`src/rtl/hop_pkg.sv`:
```
package hop_pkg;
  typedef enum logic [1:0] {ST_IDLE, ST_RUN, ST_OUT} hop_state_e;

  // distance from a neuron to its k-th graph neighbour (before mod N)
  function automatic int unsigned nbr_offset(input int unsigned k);
    return (2 * k + 1) * (k + 1);
  endfunction
endpackage

```
`src/rtl/hop_sched.sv`:
```
module hop_sched #(
  parameter int N = 256,
  parameter int D = 20
) (
  input  logic                 clk,
  input  logic                 rst_n,
  input  logic                 clear,
  input  logic                 run,
  output logic [$clog2(N)-1:0] nrn_idx,
  output logic [$clog2(D)-1:0] tap_idx,
  output logic                 tap_last,
  output logic                 sweep_last
);
  localparam int LOGN = $clog2(N);
  localparam int LOGK = $clog2(D);

  assign tap_last   = (tap_idx == LOGK'(D - 1));
  assign sweep_last = tap_last && (nrn_idx == LOGN'(N - 1));

  always_ff @(posedge clk or negedge rst_n) begin
    if (!rst_n) begin
      nrn_idx <= '0;
      tap_idx <= '0;
    end else if (clear) begin
      nrn_idx <= '0;
      tap_idx <= '0;
    end else if (run) begin
      if (tap_last) begin
        tap_idx <= '0;
        nrn_idx <= nrn_idx + 1'b1;
      end else begin
        tap_idx <= tap_idx + 1'b1;
      end
    end
  end

  // a neuron is finished only after all D of its taps have been visited
  p_nrn_step_r4: assert property (@(posedge clk) disable iff (!rst_n)
    (run && !clear && tap_last) |=> (nrn_idx == LOGN'($past(nrn_idx) + 1'b1)) && (tap_idx == '0));
endmodule

```
`src/rtl/hop_accum.sv`:
```
module hop_accum #(
  parameter int P = 2,
  parameter int D = 20
) (
  input  logic         clk,
  input  logic         rst_n,
  input  logic         en,
  input  logic         tap_last,
  input  logic [P-1:0] agree,
  output logic         new_bit
);
  localparam int AW = $clog2(P * D + 1) + 2;
  localparam logic signed [AW-1:0] ONE = AW'(1);
  localparam logic signed [AW-1:0] LIM = AW'(P * D);

  logic signed [AW-1:0] acc_q, step, total;

  always_comb begin
    step = '0;
    for (int p = 0; p < P; p++) begin
      step = agree[p] ? step + ONE : step - ONE;
    end
    total   = acc_q + step;
    new_bit = !total[AW-1];
  end

  always_ff @(posedge clk or negedge rst_n) begin
    if (!rst_n)                acc_q <= '0;
    else if (!en || tap_last)  acc_q <= '0;
    else                       acc_q <= total;
  end

  // the running field never exceeds P per visited edge
  p_acc_bound_r4: assert property (@(posedge clk) disable iff (!rst_n)
    (acc_q <= LIM) && (acc_q >= -LIM));
endmodule

```
`src/rtl/hop_assoc_mem.sv`:
```
module hop_assoc_mem #(
  parameter int SIDE = 16,
  parameter int D    = 20,
  parameter int P    = 2,
  parameter int SW   = 4
) (
  input  logic                                clk,
  input  logic                                rst_n,
  input  logic                                pat_valid,
  output logic                                pat_ready,
  input  logic [((P > 1) ? $clog2(P) : 1)-1:0] pat_slot,
  input  logic [$clog2(SIDE)-1:0]             pat_row,
  input  logic [SIDE-1:0]                     pat_data,
  input  logic                                prb_valid,
  output logic                                prb_ready,
  input  logic [$clog2(SIDE)-1:0]             prb_row,
  input  logic [SIDE-1:0]                     prb_data,
  input  logic                                start,
  input  logic [SW-1:0]                       max_sweeps,
  output logic                                busy,
  output logic                                done,
  output logic                                converged,
  output logic                                res_valid,
  input  logic                                res_ready,
  output logic [$clog2(SIDE)-1:0]             res_row,
  output logic [SIDE-1:0]                     res_data,
  output logic                                res_last
);
  import hop_pkg::*;

  localparam int N    = SIDE * SIDE;
  localparam int LOGN = $clog2(N);
  localparam int LOGK = $clog2(D);
  localparam int SLW  = (P > 1) ? $clog2(P) : 1;
  localparam int RW   = $clog2(SIDE);

  hop_state_e state_q;
  logic [N-1:0] pat_q [P];
  logic [N-1:0] st_q, nxt_q, nxt_full;
  logic         chg_q, chg_now;
  logic [SW-1:0] swp_q, limit_q;

  logic [LOGN-1:0] nrn_idx, nbr_idx;
  logic [LOGK-1:0] tap_idx;
  logic            tap_last, sweep_last, new_bit, running;
  logic [P-1:0]    agree;
  logic [LOGN-1:0] off_tab [D];

  assign running   = (state_q == ST_RUN);
  assign busy      = (state_q != ST_IDLE);
  assign pat_ready = !busy;
  assign prb_ready = !busy;

  // fixed neighbour offsets of the graph
  for (genvar g = 0; g < D; g++) begin : g_off
    assign off_tab[g] = LOGN'(nbr_offset(g) % N);
  end

  assign nbr_idx = nrn_idx + off_tab[tap_idx];

  // per stored image: sign of x_i * x_j * s_j (1 means +1)
  for (genvar g = 0; g < P; g++) begin : g_img
    assign agree[g] = pat_q[g][nrn_idx] ^ pat_q[g][nbr_idx] ^ st_q[nbr_idx];

    always_ff @(posedge clk or negedge rst_n) begin
      if (!rst_n)
        pat_q[g] <= '0;
      else if (pat_valid && pat_ready && pat_slot == SLW'(g))
        pat_q[g][int'(pat_row)*SIDE +: SIDE] <= pat_data;
    end
  end

  hop_sched #(.N(N), .D(D)) sched_i (
    .clk(clk), .rst_n(rst_n), .clear(!running), .run(running),
    .nrn_idx(nrn_idx), .tap_idx(tap_idx), .tap_last(tap_last), .sweep_last(sweep_last)
  );

  hop_accum #(.P(P), .D(D)) accum_i (
    .clk(clk), .rst_n(rst_n), .en(running), .tap_last(tap_last),
    .agree(agree), .new_bit(new_bit)
  );

  always_comb begin
    nxt_full          = nxt_q;
    nxt_full[nrn_idx] = new_bit;
    chg_now           = chg_q | (new_bit != st_q[nrn_idx]);
  end

  always_ff @(posedge clk or negedge rst_n) begin
    if (!rst_n) begin
      state_q   <= ST_IDLE;
      st_q      <= '0;
      nxt_q     <= '0;
      chg_q     <= 1'b0;
      swp_q     <= '0;
      limit_q   <= SW'(1);
      done      <= 1'b0;
      converged <= 1'b0;
      res_row   <= '0;
    end else begin
      done <= 1'b0;
      case (state_q)
        ST_IDLE: begin
          if (prb_valid) st_q[int'(prb_row)*SIDE +: SIDE] <= prb_data;
          if (start) begin
            state_q   <= ST_RUN;
            converged <= 1'b0;
            swp_q     <= '0;
            chg_q     <= 1'b0;
            limit_q   <= (max_sweeps == '0) ? SW'(1) : max_sweeps;
          end
        end
        ST_RUN: begin
          if (tap_last) begin
            nxt_q[nrn_idx] <= new_bit;
            chg_q          <= chg_now;
          end
          if (sweep_last) begin
            st_q  <= nxt_full;
            chg_q <= 1'b0;
            swp_q <= swp_q + 1'b1;
            if (!chg_now || (swp_q + 1'b1 == limit_q)) begin
              state_q   <= ST_OUT;
              done      <= 1'b1;
              converged <= !chg_now;
              res_row   <= '0;
            end
          end
        end
        ST_OUT: begin
          if (res_ready) begin
            if (res_row == RW'(SIDE - 1)) begin
              state_q <= ST_IDLE;
              res_row <= '0;
            end else begin
              res_row <= res_row + 1'b1;
            end
          end
        end
        default: state_q <= ST_IDLE;
      endcase
    end
  end

  assign res_valid = (state_q == ST_OUT);
  assign res_data  = st_q[int'(res_row)*SIDE +: SIDE];
  assign res_last  = res_valid && (res_row == RW'(SIDE - 1));

  p_done_pulse_r8: assert property (@(posedge clk) disable iff (!rst_n)
    done |=> !done);
  p_done_first_beat_r9: assert property (@(posedge clk) disable iff (!rst_n)
    done |-> (res_valid && res_row == '0));
  p_res_hold_r9: assert property (@(posedge clk) disable iff (!rst_n)
    (res_valid && !res_ready) |=> (res_valid && $stable(res_row) && $stable(res_data)));
  p_start_clears_r11: assert property (@(posedge clk) disable iff (!rst_n)
    (start && !busy) |=> (busy && !converged));
  p_conv_hold_r11: assert property (@(posedge clk) disable iff (!rst_n)
    (!busy && !start) |=> $stable(converged));
  p_state_frozen_r10: assert property (@(posedge clk) disable iff (!rst_n)
    res_valid |=> $stable(st_q));
endmodule

```
`config.mk`:
```
export PLATFORM = sky130hd
export DESIGN_NAME = hop_assoc_mem
export DESIGN_NICKNAME = d
export VERILOG_FILES = /design/src/rtl/hop_pkg.sv /design/src/rtl/hop_sched.sv /design/src/rtl/hop_accum.sv /design/src/rtl/hop_assoc_mem.sv
export SDC_FILE = /design/constraint.sdc
export NUM_CORES = 2
export LEC_CHECK = 0
export BUFFER_PORTS_ARGS = -buffer_cell sky130_fd_sc_hd__buf_4
export CORE_ASPECT_RATIO = 0.6
export CORE_MARGIN = 4
export CORE_UTILIZATION = 55
export CTS_CLUSTER_SIZE = 14
export DETAILED_ROUTE_END_ITERATION = 12
export PLACE_DENSITY = 0.77
export SYNTH_ARGS = -nofsm -noshare
export SYNTH_HDL_FRONTEND = slang
export SYNTH_SLANG_ARGS = --single-unit
export TNS_END_PERCENT = 50
```
`constraint.sdc`:
```
create_clock -name clk -period 8.7 [get_ports clk]
set_clock_uncertainty 0.15 [all_clocks]
set_input_delay 0.435 -clock clk [delete_from_list [all_inputs] [get_ports clk]]
set_output_delay 0.435 -clock clk [all_outputs]
set_load 0.01 [all_outputs]
```
==> Word-level counts from Yosys, hierarchy flattened <==
Memory sizes are Yosys's and may differ from the RTL's.
Cells that the tools add are included.
{ "word_totals": {"regBits": 1062, "mem_bits_ro": 256, "output_inout_bits": 27, "elab_cells": 136, "memories": 1} }
{ "mem_list": {"columns": ["name", "words", "width", "read_ports", "rd_clocked_by_memory_dff", "write_ports", "line_no", "text"], "rows": [
  ["(name not given)", 32, 8, 1, 0, 0, "hop_assoc_mem.sv:59", "assign nbr_idx = nrn_idx + off_tab[tap_idx];"]
]} }
{ "op_classes": {"add_sub_neg": 10, "magnitude_cmp": 4, "n_eq_ne": 15, "n_shift": 5, "mux": 55, "bitwise": 7, "n_reduce_logical": 25} }
{ "op_table": {"columns": ["cell", "count"], "rows": [
  ["$bwmux 256", 4],
  ["$mux 256", 2],
  ["$pmux 256 s2", 1],
  ["$shift 16x33->256 const A", 2],
  ["$shiftx 16x33->256", 2],
  ["$shiftx 256x9->16", 1],
  ["$neg 8->33", 2],
  ["$mux 8", 7],
  ["$bmux 1 s8", 6],
  ["$mux 4", 7],
  ["$lt 8x9->1 const B", 2],
  ["$add 8x8->8", 2],
  ["$pmux 4 s2", 2],
  ["$mux 1", 15],
  ["$mux 2", 5],
  ["$mux 5", 2],
  ["$ne 2x2->1 const B", 5],
  ["$reduce_and 3->1", 3],
  ["$add 4x1->4 const B", 2],
  ["$add 8x1->8 const B", 1],
  ["$add 8x2->8 const B", 1],
  ["$demux 1 s8", 1],
  ["$eq 8x8->1 const B", 1],
  ["$ge 8x1->1 const B", 1],
  ["other kinds (26)", 44]
]} }

==> Depth between registers and ports, before layout <==
{ "depth": {"depth_word": 21, "mapped_depth": 37, "mapped_depth_nobuf": 32} }

==> By module <==
A second synthesis with hierarchy kept.
{ "unflattened": {"cells_unflattened": 6450, "area_unflattened_um2": 62084.5} }
{ "modules_own_cells": {"columns": ["mod", "n_inst", "cells_each", "area_each_um2"], "rows": [
  ["hop_assoc_mem", 1, 6324, 60837.1],
  ["hop_sched", 1, 73, 704.4],
  ["hop_accum", 1, 53, 543.0]
]} }

==> Least setup slack after synthesis <==
OpenSTA, ideal clock, no wires.
{ "synth_path": {"path_type": "flip-flop to flip-flop", "start": "register sched_i.tap_idx[0]", "end": "register nxt_q[255]", "setup_ns": 0.136, "arrival_ns": 6.643, "slack_ns": 1.771, "stages_incl_launch_ff": 29, "path_buffers": 5, "cell_sequence": "dfrtp_1 -> inv_1 -> ha_1 -> fa_1 -> buf_2 -> buf_1 -> mux4_2 -> mux2_2 -> a221o_1 -> o211a_1 -> a311o_1 -> xor2_1 -> mux2i_1 -> xor2_1 -> ha_1 -> inv_1 -> ha_1 -> inv_1 -> fa_1 -> nor2b_1 -> o21ai_0 -> a21oi_1 -> o21a_1 -> o21ai_0 -> nand2_1 -> clkbuf_1 -> clkbuf_1 -> clkbuf_1 -> o21ai_0"} }
{ "synth_via": {"elab_chain_cells": 15} }
{ "synth_lines": {"columns": ["item", "line_no", "text"], "rows": [
  ["start: declaration", "hop_sched.sv:10", "output logic [$clog2(D)-1:0] tap_idx,"],
  ["start signal: assignment", "hop_sched.sv:32", "tap_idx <= tap_idx + 1'b1;"],
  ["$not 5->6 (implied by the code)", "hop_assoc_mem.sv:59", null],
  ["$mem_v2 32x8", null, null],
  ["$mux 8 (implied by the code) (2 in a row)", "hop_assoc_mem.sv:59", null],
  ["$add 8x8->8", "hop_assoc_mem.sv:59", null],
  ["$bmux 1 s8", "hop_assoc_mem.sv:63", "assign agree[g] = pat_q[g][nrn_idx] ^ pat_q[g][nbr_idx] ^ st_q[nbr_idx];"],
  ["$mux 1 (implied by the code)", "hop_assoc_mem.sv:63", null],
  ["$xor 1x1->1 (2 in a row)", "hop_assoc_mem.sv:63", null],
  ["$mux 8", "hop_accum.sv:21", "step = agree[p] ? step + ONE : step - ONE;"],
  ["$sub 8x2->8 / $add 8x2->8 (equally long branches)", "hop_accum.sv:21", null],
  ["$mux 8", "hop_accum.sv:21", null],
  ["$add 8x8->8", "hop_accum.sv:23", "total = acc_q + step;"],
  ["$logic_not 1->1", "hop_accum.sv:24", "new_bit = !total[AW-1];"],
  ["$bwmux 256", "hop_assoc_mem.sv:115", "nxt_q[nrn_idx] <= new_bit;"],
  ["end signal: indexed assignment", "hop_assoc_mem.sv:115", null],
  ["end: declaration", "hop_assoc_mem.sv:39", "logic [N-1:0] st_q, nxt_q, nxt_full;"]
]} }
Several ways; a longest one is shown, not always the timed one. The select of a mux whose other input is x is not followed.
A chain may end at the register's enable or synchronous reset.

==> Worst setup path after layout <==
{ "layout_path": {"start": "register sched_i.tap_idx[0]", "end": "register st_q[151]"} }
{ "layout_via": {"elab_chain_cells": 17} }
{ "layout_lines": {"columns": ["item", "line_no", "text"], "rows": [
  ["$not 5->6 (implied by the code)", "hop_assoc_mem.sv:59", null],
  ["$mem_v2 32x8", null, null],
  ["$mux 8 (implied by the code) (2 in a row)", "hop_assoc_mem.sv:59", null],
  ["$add 8x8->8", "hop_assoc_mem.sv:59", null],
  ["$bmux 1 s8", "hop_assoc_mem.sv:63", null],
  ["$mux 1 (implied by the code)", "hop_assoc_mem.sv:63", null],
  ["$xor 1x1->1 (2 in a row)", "hop_assoc_mem.sv:63", null],
  ["$mux 8", "hop_accum.sv:21", null],
  ["$sub 8x2->8 / $add 8x2->8 (equally long branches)", "hop_accum.sv:21", null],
  ["$mux 8", "hop_accum.sv:21", null],
  ["$add 8x8->8", "hop_accum.sv:23", null],
  ["$logic_not 1->1", "hop_accum.sv:24", null],
  ["$bwmux 256", "hop_assoc_mem.sv:85", "nxt_full[nrn_idx] = new_bit;"],
  ["$mux 256", "hop_assoc_mem.sv:118", "if (sweep_last) begin"],
  ["$pmux 256 s2", "hop_assoc_mem.sv:102", "case (state_q)"],
  ["end signal: indexed assignment", "hop_assoc_mem.sv:104", "if (prb_valid) st_q[int'(prb_row)*SIDE +: SIDE] <= prb_data;"],
  ["end signal: assignment", "hop_assoc_mem.sv:119", "st_q <= nxt_full;"],
  ["end: declaration", "hop_assoc_mem.sv:39", null]
]} }
Several ways; a longest one is shown, not always the timed one. The select of a mux whose other input is x is not followed.

==> impl_results.html <==
<table>
<tr><th>Metric</th><th>Value</th></tr>
<tr><th colspan="2">Detailed routing</th></tr>
<tr><td>Per-cell via count in the routed design</td><td>approximately 7.5</td></tr>
<tr><td>Number of DRC violations after detailed-routing iteration 0</td><td>10.1k</td></tr>
<tr><td>DRT antenna net count</td><td>0</td></tr>
<tr><td>Vias post-DR</td><td>55.8k</td></tr>
<tr><td>Wire length after detailed routing</td><td>243 mm</td></tr>
<tr><td>Detailed-route wire length per cell</td><td>roughly 32 um</td></tr>
<tr><td>Detailed Routing Iterations Pass 1</td><td>8</td></tr>
<tr><td>Number of remaining DRC errors</td><td>0</td></tr>
<tr><th colspan="2">Critical path</th></tr>
<tr><td>Critical path arrival</td><td>9.03 ns</td></tr>
<tr><td>Top Family by Delay on Critical Path</td><td>compound AO/OA/AOI/OAI gates</td></tr>
<tr><td>CP max stage delay</td><td>0.62 ns</td></tr>
<tr><td>Largest fanout of any net on the critical path</td><td>39</td></tr>
<tr><td>Critical path buffer and inverter count</td><td>6</td></tr>
<tr><td>Category of the most critical setup path</td><td>reg2reg</td></tr>
<tr><td>Launching element type of the critical path</td><td>flop</td></tr>
<tr><td>Worst endpoint required time</td><td>slightly above 9 ns</td></tr>
<tr><td>Crit end category</td><td>flop</td></tr>
<tr><td>Slack of the worst reg-to-reg path</td><td>around 0.21 ns</td></tr>
<tr><td>CP max-delay cell</td><td>sky130_fd_sc_hd__fa_4</td></tr>
<tr><th colspan="2">Synth</th></tr>
<tr><td>Simple-Gate Fraction of Synth Area</td><td>0.0978</td></tr>
<tr><td>Cell count after synthesis</td><td>about 6k</td></tr>
<tr><td>Number of library cell types mapped by synthesis</td><td>between 70 and 80</td></tr>
<tr><td>Multiplexer fraction of the synthesized cell area</td><td>0.193</td></tr>
<tr><td>Predominant post-synthesis flop cell</td><td>sky130_fd_sc_hd__dfrtp_1</td></tr>
<tr><td>Synthesis-stage register bit count</td><td>between 1k and 1.5k</td></tr>
<tr><td>Number of warning messages in the yosys log</td><td>0</td></tr>
<tr><td>Share of the yosys chip area belonging to registers</td><td>0.428</td></tr>
<tr><td>Synth Area in Adders</td><td>0.00751</td></tr>
<tr><td>Share of the synthesized area in compound gates (AO/OA/AOI/OAI)</td><td>0.220</td></tr>
<tr><td>Avg Synthesized Cell Area</td><td>about 10 sq um</td></tr>
<tr><td>Largest family of logic cells by synthesized area</td><td>compound AO/OA/AOI/OAI gates</td></tr>
<tr><td>Number of synthesized flops with an enable pin</td><td>0</td></tr>
<tr><td>Synthesized netlist net count</td><td>approximately 6.3k</td></tr>
<tr><td>Summed instance area of the synthesized netlist</td><td>around 0.062 sq mm</td></tr>
<tr><td>Xor/xnor cell area share of the yosys netlist</td><td>0.00494</td></tr>
<tr><td>Async set-reset flop share out of synthesis</td><td>1.00</td></tr>
<tr><th colspan="2">CTS</th></tr>
<tr><td>Level count of the clock H-tree</td><td>3</td></tr>
<tr><td>Clock Sink Count</td><td>between 1k and 1.5k</td></tr>
<tr><td>Number of clock buffers inserted by TritonCTS</td><td>between 100 and 150</td></tr>
<tr><td>Source-to-sink clock delay at the later pin of the worst-skew pair</td><td>roughly 0.78 ns</td></tr>
<tr><td>Cell at the root of the clock tree</td><td>sky130_fd_sc_hd__clkbuf_16</td></tr>
<tr><td>Clock transition at path regs</td><td>~0.070 ns</td></tr>
<tr><td>CTS tree</td><td>built</td></tr>
<tr><td>Clock Path Buffers</td><td>3</td></tr>
<tr><th colspan="2">Timing</th></tr>
<tr><td>Final worst path period need</td><td>8.49 ns</td></tr>
<tr><td>Number of hold violations in the final report</td><td>0</td></tr>
<tr><td>Share of the cycle needed by the critical path after routing</td><td>0.976</td></tr>
<tr><td>Final setup vio count</td><td>0</td></tr>
<tr><td>Count of final max-slew check failures</td><td>1</td></tr>
<tr><td>Slew at the pin closest to its max-slew limit</td><td>1.50 ns</td></tr>
<tr><td>Worst slew margin relative to its limit</td><td>-0.00114</td></tr>
<tr><td>Setup total negative slack</td><td>0 ns</td></tr>
<tr><td>Post-route worst setup slack</td><td>between 0.2 and 0.25 ns</td></tr>
<tr><td>Unrepaired setup endpoints after global routing</td><td>false</td></tr>
<tr><td>F_max</td><td>approximately 0.12 GHz</td></tr>
<tr><th colspan="2">Floorplan</th></tr>
<tr><td>Placeable Area</td><td>approximately 0.11 sq mm</td></tr>
<tr><td>Area enclosed by the die boundary</td><td>0.118 sq mm</td></tr>
<tr><td>Starting utilization of the core area</td><td>0.554</td></tr>
<tr><td>Num rows</td><td>95</td></tr>
<tr><td>Number of ports placed on the die boundary</td><td>roughly 80</td></tr>
<tr><td>Die X</td><td>441 um</td></tr>
<tr><td>Die outline height</td><td>268 um</td></tr>
<tr><th colspan="2">Layout</th></tr>
<tr><td>Signed area change from the synthesized netlist to the final layout</td><td>8.63%</td></tr>
<tr><td>Fraction of final layout cells with drive strength greater than 1</td><td>0.172</td></tr>
<tr><td>Seq. cell area</td><td>around 0.027 sq mm</td></tr>
<tr><td>Count of filler cells inserted in the layout</td><td>9115</td></tr>
<tr><td>Area of combinational cells with multiple inputs</td><td>0.0327 sq mm</td></tr>
<tr><td>Number of nets in the finished design</td><td>about 6.0k</td></tr>
<tr><th colspan="2">GRT</th></tr>
<tr><td>Vias in the first global route</td><td>50.9k</td></tr>
<tr><td>Pin count of the biggest net entering global routing</td><td>approximately 180</td></tr>
<tr><td>Global-route wire length before repair</td><td>about 350 mm</td></tr>
<tr><td>Remaining Overflow, GRT</td><td>0</td></tr>
<tr><td>Gr usage total</td><td>0.408</td></tr>
<tr><td>Number of antenna violations at the first check in global routing</td><td>18</td></tr>
<tr><th colspan="2">Job</th></tr>
<tr><td>Reported max-cap violation count</td><td>1</td></tr>
<tr><th colspan="2">Placement</th></tr>
<tr><td>Placer Congestion</td><td>approximately 1.1</td></tr>
<tr><td>IO buf count</td><td>77</td></tr>
<tr><td>Hpwl dp</td><td>around 160 mm</td></tr>
<tr><td>Post-placement worst setup slack</td><td>0.264 ns</td></tr>
<tr><th colspan="2">Hold path</th></tr>
<tr><td>Class of the tightest hold or removal check</td><td>in2reg</td></tr>
<tr><th colspan="2">Run status</th></tr>
<tr><td>Outcome</td><td>finished, violations left</td></tr>
<tr><td>Violated checks</td><td>capacitance limit, slew limit</td></tr>
<tr><th colspan="2">Power and ir drop</th></tr>
<tr><td>Leakage</td><td>26.1 nW</td></tr>
<tr><td>PD cells</td><td>approximately 150 mW/mm^2</td></tr>
<tr><td>Peak supply drop</td><td>between 150 and 200 uV</td></tr>
</table>
-- path summary, 6_finish.rpt --
kind | endpoint | cells after the start | start
min in group asynchronous | pat_q[119] | 2 | rst_n
setup / recovery | st_q[151] | 30 | sched_i.tap_idx[0]
hold reg to reg | limit_q[0] | 2 | limit_q[0]
setup reg to reg | st_q[151] | 30 | sched_i.tap_idx[0]
max in group asynchronous | nxt_q[227] | 4 | rst_n
hold / removal | state_q[0] | 3 | start
-- report_power, final --
group	internal [mW]	total, mW	leakage, nW	switching (mW)
clock network	2.47	4.61	1.63	2.14
registers	4.93	4.93	14.7	0
logic	0.0527	0.371	9.78	0.318
total	7.45	9.91	26.1	2.46
-- flip-flops by register name (all words and copies together), names as in the netlist, 2 cells and up --
name             cells
sched_i.tap_idx      5
res_row              4
nxt_q              256
sched_i.nrn_idx      8
accum_i.acc_q        7
state_q              2
limit_q              4
st_q               256
pat_q              512
swp_q                4
-- routing by layer --
metal | track usage | share of wire | vias up
met1 | 0.587 | 0.38 | 27580
met2 | 0.486 | 0.37 | 4862
met5 | 0.00983 | 0.0014 | -
met3 | 0.261 | 0.21 | 735
li1 | - | - | 22619
met4 | 0.144 | 0.043 | 20
-- final cells by class --
type                       instances  share of cell area
timing repair buffer             301              0.0401
multi-input combinational       4398               0.486
clock buffer                     141              0.0426
clock inverter                    39             0.00678
sequential                      1061               0.395
inverter                          30             0.00167
tap                             1503              0.0279
antenna                           15            0.000557
-- metrics by stage --
| step | util | power [mW] | cells | hold slack [ns] | cell area, sq um |
|---|---|---|---|---|---|
| 2_1_floorplan | - | 5.12 | 6181 | -0.0106 | 62000 |
| 3_3_place_gp | 0.569 | 5.37 | 7265 | 0.324 | 63600 |
| 3_5_place_dp | 0.569 | 5.37 | 7265 | 0.336 | 63600 |
| 4_1_cts | 0.601 | 9.89 | 7469 | 0.0229 | 67200 |
| 5_1_grt | 0.602 | 10.1 | 7476 | 0.0871 | 67300 |
| 6_report | 0.602 | 9.91 | 7488 | 0.0467 | 67300 |
-- worst reg2reg max path: cells and delay by family (launching register included) --
kind                     cells  cell delay (ns)
AO/OA/AOI/OAI               10             2.53
adder cells (fa/ha/maj)      5             1.95
buffers and inverters        6             1.10
multiplexers                 3             1.00
AND/OR/NAND/NOR              4             0.78
flip-flops                   1             0.47
XOR/XNOR                     2             0.45
-- cells in the mapped netlist (40+ instances only) --
master	n	area, sq um
sky130_fd_sc_hd__o21ai_0	1071	5360
sky130_fd_sc_hd__dfrtp_1	1060	26500
sky130_fd_sc_hd__nand2_1	888	3330
sky130_fd_sc_hd__clkbuf_1	554	2080
sky130_fd_sc_hd__o31ai_1	511	3840
sky130_fd_sc_hd__mux4_2	473	10700
sky130_fd_sc_hd__nor2_1	333	1250
sky130_fd_sc_hd__a21oi_1	280	1400
sky130_fd_sc_hd__a22oi_1	207	1550
sky130_fd_sc_hd__nand3_1	122	611
sky130_fd_sc_hd__mux2i_1	87	871
sky130_fd_sc_hd__a32oi_1	70	613
sky130_fd_sc_hd__buf_2	54	270
sky130_fd_sc_hd__buf_1	40	150
-- cell families after synthesis --
logic type,count (synthesis)
AOI/OAI and AO/OA,2245
xor gates and xnor gates,35
adders and majority gates,36
buffers and inverters,722
DFF,1061
muxes,597
and+or+nand+nor,1485
-- placed cells by master (no fill, tap or decap), types with 11 or more instances in the layout --
master	count
sky130_fd_sc_hd__o21ai_0	1071
sky130_fd_sc_hd__dfrtp_1	1053
sky130_fd_sc_hd__nand2_1	877
sky130_fd_sc_hd__o31ai_1	510
sky130_fd_sc_hd__mux4_2	473
sky130_fd_sc_hd__nor2_1	316
sky130_fd_sc_hd__a21oi_1	279
sky130_fd_sc_hd__buf_4	246
sky130_fd_sc_hd__a22oi_1	207
sky130_fd_sc_hd__nand3_1	117
sky130_fd_sc_hd__clkbuf_16	101
sky130_fd_sc_hd__mux2i_1	84
sky130_fd_sc_hd__a32oi_1	70
sky130_fd_sc_hd__mux2_2	35
sky130_fd_sc_hd__ha_1	32
sky130_fd_sc_hd__buf_12	29
sky130_fd_sc_hd__nor3_1	27
sky130_fd_sc_hd__inv_1	26
sky130_fd_sc_hd__dlygate4sd3_1	24
sky130_fd_sc_hd__clkbuf_1	21
sky130_fd_sc_hd__clkinv_2	21
sky130_fd_sc_hd__nor2b_1	19
sky130_fd_sc_hd__clkbuf_8	19
sky130_fd_sc_hd__and3_1	18
sky130_fd_sc_hd__xnor2_1	18
sky130_fd_sc_hd__nand4_1	16
sky130_fd_sc_hd__nor2_2	16
sky130_fd_sc_hd__diode_2	15
sky130_fd_sc_hd__xor2_1	13
sky130_fd_sc_hd__and2_1	12
sky130_fd_sc_hd__nor4_1	12
sky130_fd_sc_hd__a31oi_1	11
-- what timing repair did --
action | 4_1_cts | 5_1_grt
resized for setup | 0 | 12
endpoints found under the setup margin | 0 | 301
setup buffers | 0 | 3
hold buffers | 24 | 0
endpoints found under the hold margin | 196 | 0
(Power assumes the default switching activity.)
